**config.mk**
```make
export PLATFORM = sky130hd
export DESIGN_NAME = scl_gen
export DESIGN_NICKNAME = d
export VERILOG_FILES = /design/src/rtl/scl_gen_pkg.sv /design/src/rtl/scl_hold_reg.sv /design/src/rtl/scl_phase_counter.sv /design/src/rtl/scl_phase_fsm.sv /design/src/rtl/scl_gen.sv
export SDC_FILE = /design/constraint.sdc
export NUM_CORES = 1
export LEC_CHECK = 0
export BUFFER_PORTS_ARGS = -buffer_cell sky130_fd_sc_hd__buf_2
export CAP_MARGIN = 0
export CORE_MARGIN = 1.5
export CORE_UTILIZATION = 30
export CTS_CLUSTER_SIZE = 25
export DETAILED_ROUTE_END_ITERATION = 8
export PLACE_DENSITY = 0.53
export SYNTH_ARGS = -nofsm -noshare
export SYNTH_HDL_FRONTEND = slang
export SYNTH_SLANG_ARGS = --single-unit
```
**constraint.sdc**
```tcl
create_clock -name clk -period 6.99 [get_ports clk]
set_input_delay 0.3495 -clock clk [delete_from_list [all_inputs] [get_ports clk]]
set_output_delay 0.3495 -clock clk [all_outputs]
set_load 0.1 [all_outputs]
```
**src/rtl/scl_gen_pkg.sv**
```systemverilog
package scl_gen_pkg;

  typedef enum logic [1:0] {
    PH_IDLE = 2'd0,
    PH_LOW  = 2'd1,
    PH_REL  = 2'd2,
    PH_HIGH = 2'd3
  } scl_phase_e;

  // Raise a programmed phase length to the hardware floor.
  function automatic int unsigned floor_count(int unsigned raw, int unsigned min_v);
    return (raw < min_v) ? min_v : raw;
  endfunction

  // Counter preload when a low phase starts: the count runs down to zero inclusive.
  function automatic int unsigned low_reload(int unsigned raw, int unsigned min_v);
    return floor_count(raw, min_v) - 1;
  endfunction

  // Counter preload when the line is first seen high: the release cycle
  // that observed the high level already counts as one high cycle.
  function automatic int unsigned high_reload(int unsigned floored);
    return floored - 2;
  endfunction

endpackage

```
**src/rtl/scl_hold_reg.sv**
```systemverilog
module scl_hold_reg
  import scl_gen_pkg::*;
#(
  parameter int W       = 16,
  parameter int MIN_CNT = 4
) (
  input  logic         clk,
  input  logic         rst_n,
  input  logic         capture,
  input  logic [W-1:0] d,
  output logic [W-1:0] q
);

  localparam logic [W-1:0] RESET_VAL = W'(MIN_CNT);

  always_ff @(posedge clk or negedge rst_n) begin
    if (!rst_n) begin
      q <= RESET_VAL;
    end else if (capture) begin
      q <= W'(floor_count(32'(d), 32'(MIN_CNT)));
    end
  end

endmodule

```
**src/rtl/scl_phase_counter.sv**
```systemverilog
module scl_phase_counter #(
  parameter int W = 16
) (
  input  logic         clk,
  input  logic         rst_n,
  input  logic         clear,
  input  logic         load,
  input  logic [W-1:0] load_val,
  output logic         is_zero
);

  localparam logic [W-1:0] ZERO = '0;
  localparam logic [W-1:0] ONE  = W'(1);

  logic [W-1:0] cnt;

  always_ff @(posedge clk or negedge rst_n) begin
    if (!rst_n) begin
      cnt <= ZERO;
    end else if (clear) begin
      cnt <= ZERO;
    end else if (load) begin
      cnt <= load_val;
    end else if (cnt != ZERO) begin
      cnt <= cnt - ONE;
    end
  end

  assign is_zero = (cnt == ZERO);

endmodule

```
**src/rtl/scl_phase_fsm.sv**
```systemverilog
module scl_phase_fsm
  import scl_gen_pkg::*;
(
  input  logic       clk,
  input  logic       rst_n,
  input  logic       enable,
  input  logic       scl_in,
  input  logic       cnt_zero,
  output scl_phase_e phase,
  output logic       go_low,
  output logic       go_rel,
  output logic       go_high,
  output logic       rise_q,
  output logic       fall_q
);

  scl_phase_e phase_nx;

  always_comb begin
    go_low  = enable && ((phase == PH_IDLE) || ((phase == PH_HIGH) && cnt_zero));
    go_rel  = enable && (phase == PH_LOW) && cnt_zero;
    go_high = enable && (phase == PH_REL) && scl_in;

    if (!enable)      phase_nx = PH_IDLE;
    else if (go_low)  phase_nx = PH_LOW;
    else if (go_rel)  phase_nx = PH_REL;
    else if (go_high) phase_nx = PH_HIGH;
    else              phase_nx = phase;
  end

  always_ff @(posedge clk or negedge rst_n) begin
    if (!rst_n) begin
      phase  <= PH_IDLE;
      rise_q <= 1'b0;
      fall_q <= 1'b0;
    end else begin
      phase  <= phase_nx;
      rise_q <= go_rel;
      fall_q <= go_low;
    end
  end

endmodule

```
**src/rtl/scl_gen.sv**
```systemverilog
module scl_gen
  import scl_gen_pkg::*;
#(
  parameter int CNT_W   = 16,
  parameter int MIN_CNT = 4
) (
  input  logic             clk,
  input  logic             rst_n,
  input  logic             enable,
  input  logic [CNT_W-1:0] low_count,
  input  logic [CNT_W-1:0] high_count,
  input  logic             scl_in,
  output logic             scl_drive_low,
  output logic             rise_stb,
  output logic             fall_stb
);

  scl_phase_e       phase;
  logic             cnt_zero;
  logic             go_low;
  logic             go_rel;
  logic             go_high;
  logic [CNT_W-1:0] high_held;
  logic [CNT_W-1:0] load_val;
  logic             cnt_load;
  logic             cnt_clear;

  scl_phase_fsm u_fsm (
    .clk      (clk),
    .rst_n    (rst_n),
    .enable   (enable),
    .scl_in   (scl_in),
    .cnt_zero (cnt_zero),
    .phase    (phase),
    .go_low   (go_low),
    .go_rel   (go_rel),
    .go_high  (go_high),
    .rise_q   (rise_stb),
    .fall_q   (fall_stb)
  );

  // High length is frozen at the start of each low phase.
  scl_hold_reg #(.W(CNT_W), .MIN_CNT(MIN_CNT)) u_high_hold (
    .clk     (clk),
    .rst_n   (rst_n),
    .capture (go_low),
    .d       (high_count),
    .q       (high_held)
  );

  always_comb begin
    if (go_low) load_val = CNT_W'(low_reload(32'(low_count), 32'(MIN_CNT)));
    else        load_val = CNT_W'(high_reload(32'(high_held)));
  end

  assign cnt_load  = go_low | go_high;
  assign cnt_clear = ~enable;

  scl_phase_counter #(.W(CNT_W)) u_cnt (
    .clk      (clk),
    .rst_n    (rst_n),
    .clear    (cnt_clear),
    .load     (cnt_load),
    .load_val (load_val),
    .is_zero  (cnt_zero)
  );

  assign scl_drive_low = (phase == PH_LOW);

endmodule

```
### Word level (Yosys, flattened, before mapping)

Index checks and enable logic that the tools add are counted.
W data, S select, Z words.

| storage, ports and cells | value |
|---|---|
| word-level logic and storage cells | 36 |
| register bits after elaboration | 36 |
| output and inout bits | 3 |
| input bits | 36 |

| cells by class | value |
|---|---|
| $lt $le $gt $ge | 2 |
| bitwise logic cells | 1 |
| equality and inequality tests | 5 |
| reduce and logical (&&, ||, !) cells | 10 |
| $add $sub $neg | 3 |
| mux-type cells | 10 |

Operators by type and width:

| cell | count |
|---|---|
| $mux W16 | 6 |
| $lt A16 B3 Y1 const B | 2 |
| $sub A16 B1 Y16 const B | 2 |
| $logic_not A16 Y1 | 1 |
| $reduce_bool A16 Y1 | 1 |
| $sub A16 B2 Y16 const B | 1 |
| $mux W2 | 4 |
| $logic_and A1 B1 Y1 | 6 |
| $eq A2 B2 Y1 const B | 2 |
| $ne A4 B1 Y1 const B | 1 |
| $ne A3 B1 Y1 const B | 1 |
| $eq A2 B1 Y1 const B | 1 |
| $logic_not A2 Y1 | 1 |
| $logic_or A1 B1 Y1 | 1 |
| $or A1 B1 Y1 | 1 |

### Depth between registers and ports, before layout

Gate-level depths: netlist (run 1).

| logic depth | value |
|---|---|
| depth in word-level cells | 7 |
| depth in mapped cells | 10 |
| depth with buffers taken out | 10 |

### Modules after synthesis

From an unflattened synthesis (run 1), not the netlist that was laid out.

| second synthesis, totals | value |
|---|---|
| cell total of the unflattened synthesis | 300 |
| area total of the unflattened synthesis | 2,681.3 µm² |

By module, submodules not included:

| module | instances | area an instance (µm²) | seq. area each (µm²) | cells an instance |
|---|---|---|---|---|
| scl_phase_counter | 1 | 1,007.2 | 400.4 | 113 |
| scl_gen | 1 | 840.8 | 0.0 | 129 |
| scl_hold_reg | 1 | 661.9 | 401.6 | 42 |
| scl_phase_fsm | 1 | 171.4 | 100.1 | 16 |

### Worst setup path after synthesis (run 1)

Ideal clock, no wire load.

| timing | value |
|---|---|
| path kind | reg-to-reg |
| start point | register u_fsm.phase[1] |
| end point | register u_cnt.cnt[1] |
| library setup time | 0.120 ns |
| arrival | 2.885 ns |
| setup slack | 3.984 ns |
| stages on the path, launching flop included | 7 |
| period minus slack after synthesis | 3.006 ns |
| data required time | 6.870 ns |
| path buffers | 1 |
| cells stage by stage | dfrtp_1 clkbuf_1 nor2b_1 nor2b_1 o31ai_4 nor4_1 a41o_1 |

| on the way | value |
|---|---|
| cells in the longest elaborated chain, start to end | 7 |
| elaborated cells between the ends (all ways) | 13 |
| classes of those cells | eq/ne: 3; mux: 3; bitwise: 1; reduce/logical: 6 |

RTL lines:

| what | line | RTL |
|---|---|---|
| from (decl) | scl_phase_fsm.sv:9 | `output scl_phase_e phase,` |
| from (signal assigned) | scl_phase_fsm.sv:37 | `phase <= phase_nx;` |
| $eq A2 B2 Y1 | scl_phase_fsm.sv:20 | `go_low = enable && ((phase == PH_IDLE) \|\| ((phase == PH_HIGH) && cnt_zero));` |
| $logic_and A1 B1 Y1 | scl_phase_fsm.sv:20 |  |
| $logic_or A1 B1 Y1 | scl_phase_fsm.sv:20 |  |
| $logic_and A1 B1 Y1 | scl_phase_fsm.sv:20 |  |
| $mux W16 / $or A1 B1 Y1 (equally long branches) | scl_gen.sv:52, scl_gen.sv:56 |  |
| $mux W16 | scl_phase_counter.sv:22 | `end else if (load) begin` |
| $mux W16 | scl_phase_counter.sv:20 | `end else if (clear) begin` |
| to (signal assigned) | scl_phase_counter.sv:23 | `cnt <= load_val;` |
| to (signal assigned) | scl_phase_counter.sv:25 | `cnt <= cnt - ONE;` |
| to (decl) | scl_phase_counter.sv:15 | `logic [W-1:0] cnt;` |

Several ways; a longest one is shown, not always the timed one.
A chain may end at the register's enable or synchronous reset.

### Worst setup path after layout (run 1)

| timing | value |
|---|---|
| start point | register u_cnt.cnt[0] |
| end point | register u_cnt.cnt[0] |

| on the way | value |
|---|---|
| cells in the longest elaborated chain, start to end | 7 |
| elaborated cells between the ends (all ways) | 12 |
| classes of those cells | add/sub: 1; eq/ne: 1; mux: 4; bitwise: 1; reduce/logical: 5 |

RTL lines:

| what |
|---|
| parallel branches: the longest is 7 deep, another holds $sub A16 B1 Y16 |

Several ways; the timed one is not identified. The select of a mux whose other input is x is not followed.

==> summary.md, run 1 <==
| Metric | Value |
|---|---|
| Util after Layout | 0.357 |
| Die height | 96.0 um |
| Post-synth top flop | dfrtp_1 |
| Wire length on met2 | 3.36 mm |
| Placement Cell Area | 2870 um2 |
| WL/cell | 15.3 um |
| Synth top area share | 0.338 |
| Mapped Nets | 350 |
| H-tree depth | 2 |
| Critical Path RT | 7.18 ns |
| Post-CTS Setup Inserts | 0 |
| CTS tree | built |
| CTS Buffer Depth | 2 |
| Max cap viols | 0 |
| Setup violators final | 0 |
| Hold/Removal Path Class | in -> async |
| Asr flop ratio synth | 1.00 |
| Kind of critical path | reg -> reg |
| Core Box Area | 8300 um2 |
| Worst setup SP type | register |
| Final Hold Vio Count | 0 |
| Status | complete, no violations |
| Setup_tns | 0 ns |
| Maximum vdd ir drop | 118 uV |
| Net count, final | 381 |
| Max-slew violations | 0 |
| Syn Std Cell Area | 2590 um2 |
| Clock slew at reported path FFs | 0.08 ns |
| Initial Utilization | 0.312 |
| Total Routing Usage GR | 0.163 |
| RSZ-0062 raised after global routing | no |
| Vias | 2386 |
| Pin count of the biggest net entering global routing | 37 |
| Register-to-register path setup slack | 3.70 ns |
| Post-Route M1 WL | 3.19 mm |
| Final instance area | 2960 um2 |
| Vias in the first global route | 2274 |
| CP max FO | 34 |
| CTS Root Buffer Type | clkbuf_8 |
| Slew Limit Headroom | 0.208 |
| Final period utilization | 0.471 |
| Share of cells above drive strength 1 | 0.169 |
| # IOs | 39 |
| Routability cong. | 0.855 |
| Initial antenna violation count | 0 |
| Design Power | 0.000606 W |
| Grt ovf | 0 |
| Syn Area/Cell | 8.34 um2 |
| Post-synth cell types | 53 |
| P per Cell Area | 205 nW/um2 |
| Die width | 96.0 um |
| Number of synthesized register bits | 36 |
| Lkg Pwr | 1.28 nW |
| Post-Route WL | 6.86 mm |
| Residual DRC count | 0 |
| DRT Pass-1 Iters | 4 |
| Placed wire-length estimate | 5.18 mm |
| Number of buffers created by CTS | 5 |
| Clock Skews | 0.00263 ns |
| Nature of the critical path endpoint | register |
| Sequential Area | 902 um2 |
| Post-synth EDFFs | 0 |
| Antenna violation net count after detailed routing | 0 |
| Synth Warn # | 0 |
| Highest metal used | met4 |
| Crit path DAT | 3.48 ns |
| # rows | 33 |
| Slew @ Worst Pin | 1.18 ns |
| DR iter-0 viols | 98 |
| Post-Syn Instances | 311 |
| Port bufs | 38 |
| Top cells by area, synth | dfrtp_1 (34%), nand2_1 (7.8%), xnor2_1 (6.1%) |
| Worst-Skew Late Latency | 0.29 ns |
| Fmax | 0.304 GHz |
| Top-count cell post-synth | nand2_1 |
| Area grow syn2layout | 14.1% |
| Vias per inst | 5.33 |
| Area occupied by multi-input gates | 1610 um2 |
| # hold bufs at CTS | 0 |
| Met3 WL | 257 um |
| Commonest cells post-synth | nand2_1 (54), dfrtp_1 (35), nor2_1 (18), xnor2_1 (18) |
| Period minus WS final | 3.29 ns |
| Seq/Total Area, Yosys | 0.348 |
| Global-route wire length before repair | 11.4 mm |
| N_diodes | 0 |
| Post-synth top area cell | dfrtp_1 |
| CTS sink cnt | 36 |
| Die area | 9210 um2 |
| Fillers | 875 |
| Post-CTS resize count | 0 |
final timing paths:
| check | from | end | depth (start not counted) |
|---|---|---|---|
| min | rst_n | u_high_hold.q[9]$_DFFE_PN0P_ | 1 |
| min in group clk | high_count[12] | u_high_hold.q[12]$_DFFE_PN0P_ | 3 |
| max reg2reg | u_cnt.cnt[0]$_DFFE_PN0P_ | u_cnt.cnt[0]$_DFFE_PN0P_ | 8 |
| max | u_cnt.cnt[0]$_DFFE_PN0P_ | u_cnt.cnt[0]$_DFFE_PN0P_ | 8 |
| min reg2reg | u_high_hold.q[0]$_DFFE_PN0P_ | u_high_hold.q[0]$_DFFE_PN0P_ | 2 |
| max in group asynchronous | rst_n | u_cnt.cnt[3]$_DFFE_PN0P_ | 1 |
metal layers:
layer / vias to the layer above / global-route usage
met4: 0 / 0.0294
met2: 52 / 0.267
li1: 1198 / -
met3: 5 / 0.0308
met1: 1131 / 0.224
met5: - / 0
area by class of cell:
class | count | share of cell area
inverter | 7 | 0.00888
clock buffer | 5 | 0.0233
timing repair buffer | 40 | 0.0693
multi-input combinational | 252 | 0.543
clock inverter | 3 | 0.00634
tap | 105 | 0.0444
sequential | 36 | 0.305
state kept, by name, indices dropped and copies added, names as in the netlist:
signal / count
u_fsm.rise_q: 1
u_fsm.fall_q: 1
u_fsm.phase: 2
u_high_hold.q: 16
u_cnt.cnt: 16
metrics by stage:
stage | hold slack [ns] | instances | setup WS [ns]
after global placement | 0.447 | 440 | 3.58
after global routing | 0.204 | 448 | 3.40
final | 0.141 | 448 | 3.70
after detailed placement | 0.451 | 440 | 3.46
after floorplan | 0.0539 | 311 | 3.98
after CTS | 0.179 | 448 | 3.64
critical path: stages (launching register included):
cell and delay (ns):
dfrtp_1 0.44, inv_1 0.11, ha_1 0.35, and3b_1 0.31, a31oi_2 0.17, buf_4 0.36
clkinv_1 0.70, and3_1 0.48, a311oi_1 0.25
report_power, final:
group | leakage, nW | internal [W] | switching [W]
clock | 0.0479 | 0.0000695 | 0.0000818
sequential | 0.455 | 0.000236 | 0.0000358
combinational | 0.772 | 0.0000762 | 0.000107
total | 1.28 | 0.000382 | 0.000225
kinds of logic after synthesis:
kind of cell / after synthesis / synth area share
mux: 5 / 0.0193
compound gates: 48 / 0.135
xor+xnor: 35 / 0.118
simple gates: 161 / 0.330
buf+inv: 23 / 0.0347
fa+ha+maj: 3 / 0.0145
flops: 36 / 0.348
layout by cell type, fill, tap and decap left out, types with 2 or more instances in the layout:
cell type	instances
nand2_1	54
buf_2	38
dfrtp_1	35
nor2_1	18
xnor2_1	18
nor3_1	17
nor4_1	17
xor2_1	17
nand3_1	11
o21ai_0	10
a21oi_1	8
a211oi_1	8
inv_1	6
or4_1	6
or3_1	5
nand4_1	5
mux2i_1	5
clkbuf_8	5
o211a_1	4
and3_1	3
nand2b_1	3
nor3b_1	3
nand4b_1	3
nand3b_1	3
ha_1	3
nor2b_1	2
or2_2	2
a31oi_1	2
o21a_1	2
o31ai_1	2
clkinv_2	2
buf_4	2
No activity file was read; power rests on OpenSTA's default activity.
==> run 2: changes to the inputs <==
--- a/config.mk
+++ b/config.mk
@@ -11,7 +11,7 @@
 export CORE_UTILIZATION = 30
 export CTS_CLUSTER_SIZE = 25
 export DETAILED_ROUTE_END_ITERATION = 8
-export PLACE_DENSITY = 0.53
+export PLACE_DENSITY = 0.55
 export SYNTH_ARGS = -nofsm -noshare
 export SYNTH_HDL_FRONTEND = slang
 export SYNTH_SLANG_ARGS = --single-unit
==> constraint.sdc (replaced) <==
create_clock -name clk -period 2.67 [get_ports clk]
set_input_delay 0.1335 -clock clk [delete_from_list [all_inputs] [get_ports clk]]
set_output_delay 0.1335 -clock clk [all_outputs]
set_load 0.1 [all_outputs]
==> run 2 against run 1 <==
Via count rose by 3.8%. Wire length grew 4.2%. Hold slack worse by 0.097 ns. Core utilization up 1.8 points. Critical path type unchanged.
==> summary.md, run 2 (synthesized netlist as in run 1, its figures left out) <==
| Metric | Value |
|---|---|
| Residual DRC count | 0 (unchanged) |
| Worst setup SP type | register |
| Initial antenna violation count | 0 (unchanged) |
| Lkg Pwr | 1.36 nW (+6.3%) |
| CTS Buffer Depth | 2 (unchanged) |
| Final instance area | 3110 um2 (+5.1%) |
| Status | complete, no violations |
| Net count, final | 398 (+4.5%) |
| CP max FO | 33 (-2.9%) |
| CTS sink cnt | 36 (unchanged) |
| Slew @ Worst Pin | 0.845 ns (-0.333 ns) |
| Antenna violation net count after detailed routing | 0 (unchanged) |
| Global-route wire length before repair | 11.8 mm (+3.1%) |
| Period minus WS final | 2.45 ns (-0.846 ns) |
| Placement Cell Area | 3000 um2 (+4.4%) |
| # IOs | 39 (unchanged) |
| Fillers | 876 (+0.11%) |
| CP peak stage delay | 0.58 ns (-0.12 ns) |
| Final std cells w/o fill | 465 (+3.8%) |
| Largest delay contributor family on the critical path | simple AND/OR/NAND/NOR gates |
| Pin count of the biggest net entering global routing | 37 (unchanged) |
| N_diodes | 0 (unchanged) |
| Largest registers | u_cnt.cnt: 16 flops, u_high_hold.q: 16 flops, u_fsm.phase: 2 flops |
| P per Cell Area | 530 nW/um2 (+160%) |
| Worst-path cell chain | or4_1 -> buf_4 -> nor4_4 -> a31oi_2 -> buf_4 -> a211oi_1 -> a211oi_1 |
| Number of buffers created by CTS | 5 (unchanged) |
| Fmax | 0.409 GHz (+35%) |
| Initial Utilization | 0.312 (unchanged) |
| DRT Pass-1 Iters | 4 (unchanged) |
| Maximum vdd ir drop | 261 uV (+120%) |
| Post-CTS Setup Inserts | 0 (unchanged) |
| Die width | 96.0 um (unchanged) |
| RSZ-0062 raised after global routing | no |
| Commonest non-fill, non-tap cell in the layout | nand2_1 |
| # rows | 33 (unchanged) |
| Design Power | 0.00165 W (+170%) |
| Slew Limit Headroom | 0.437 (+0.229) |
| Util after Layout | 0.375 (+0.0182) |
| Share of cells above drive strength 1 | 0.211 (+0.0420) |
| Die height | 96.0 um (unchanged) |
| Bufs and invs on worst path | 2 (-1) |
| CTS Root Buffer Type | clkbuf_8 |
| Vias in the first global route | 2399 (+5.5%) |
| Placed insts | 456 (+3.6%) |
| Worst-Skew Late Latency | 0.29 ns (about the same) |
| Post-Route WL | 7.15 mm (+4.2%) |
| CTS tree | built |
| Max cap viols | 0 (unchanged) |
| Sequential Area | 902 um2 (unchanged) |
| Area grow syn2layout | 20.0% |
| Hold/Removal Path Class | in -> reg |
| Core Box Area | 8300 um2 (unchanged) |
| Grt ovf | 0 (unchanged) |
| DR iter-0 viols | 139 (+42%) |
| Final Hold Vio Count | 0 (unchanged) |
| Nature of the critical path endpoint | register |
| Vias per inst | 5.32 (about the same) |
| Clock slew at reported path FFs | 0.08 ns (about the same) |
| Routability cong. | 0.896 (+4.8%) |
| Setup violators final | 0 (unchanged) |
| WL/cell | 15.4 um (+0.40%) |
| Port bufs | 38 (unchanged) |
| Vias | 2476 (+3.8%) |
| Max-slew violations | 0 (unchanged) |
| Die area | 9210 um2 (unchanged) |
| Slowest stage cell, crit path | or4_1 |
| Most frequent cells in the layout | nand2_1 (54), buf_2 (38), dfrtp_1 (35) |
| Clock Skews | 0.00690 ns (+0.00427 ns) |
| Critical Path RT | 2.83 ns (-4.35 ns) |
| Crit path DAT | 2.61 ns (-0.87 ns) |
| Total Routing Usage GR | 0.168 (+0.00569) |
| Kind of critical path | reg -> reg |
| Placed wire-length estimate | 5.43 mm (+4.8%) |
| H-tree depth | 2 (unchanged) |
| Final period utilization | 0.916 (+0.445) |
| Area occupied by multi-input gates | 1620 um2 (+0.93%) |
## run 2: layout make-up
cell class,count,area share
Timing Repair Buffer,57,0.108
Tap cell,105,0.0422
Multi-Input combinational cell,252,0.521
Clock buffer,7,0.0278
Clock inverter,1,0.00241
Sequential cell,36,0.290
Inverter,7,0.00845
## run 2: repair_timing
| action | 4_1_cts | 5_1_grt |
|---|---|---|
| hold buffers | 1 | 0 |
| setup endpoints to repair | 0 | 1 |
| endpoints found under the hold margin | 35 | 0 |
| resized for setup | 0 | 2 |
## run 2: routing by layer
layer / up-vias / GRT usage / share of wire
met2: 36 / 0.282 / 0.48
met5: - / 0 / 0
met4: 0 / 0.0429 / 0.013
met1: 1200 / 0.226 / 0.48
li1: 1230 / - / -
met3: 10 / 0.0261 / 0.023
## run 2: per-stage QoR
| step | TNS [ns] | hold slack (ns) | setup slack, ns |
|---|---|---|---|
| after floorplan | 0 | -0.162 | 0.104 |
| after CTS | 0 | 0.0385 | 0.178 |
| after detailed placement | -0.153 | 0.293 | -0.153 |
| final | 0 | 0.0439 | 0.224 |
| after global placement | 0 | 0.285 | 0.0709 |
| after global routing | 0 | 0.0512 | 0.0339 |
## run 2: tightest hold or removal path, stage by stage
cell     delay [ns]
buf_2          0.09
nand2_1        0.04
nand2_1        0.05
## run 2: worst paths after layout
| kind | from | endpoint | slack (ns) | depth (start not counted) |
|---|---|---|---|---|
| setup / recovery | u_cnt.cnt[4]$_DFFE_PN0P_ | u_cnt.cnt[3]$_DFFE_PN0P_ | 0.22 | 7 |
| hold / removal | high_count[11] | u_high_hold.q[11]$_DFFE_PN0P_ | 0.04 | 3 |
| setup reg to reg | u_cnt.cnt[4]$_DFFE_PN0P_ | u_cnt.cnt[3]$_DFFE_PN0P_ | 0.22 | 7 |
| hold reg to reg | u_high_hold.q[0]$_DFFE_PN0P_ | u_high_hold.q[0]$_DFFE_PN0P_ | 0.47 | 2 |
| max in group asynchronous | rst_n | u_fsm.phase[1]$_DFFE_PN0P_ | 1.65 | 2 |
| min in group asynchronous | rst_n | u_high_hold.q[11]$_DFFE_PN0P_ | 0.48 | 2 |
## run 2: report_power, final
part           leakage [nW]  total (W)  internal (W)  switching [W]
combinational         0.856   0.000518      0.000230       0.000288
clock                0.0445   0.000417      0.000210       0.000207
sequential            0.455   0.000715      0.000618      0.0000969
total                  1.36    0.00165       0.00106       0.000592
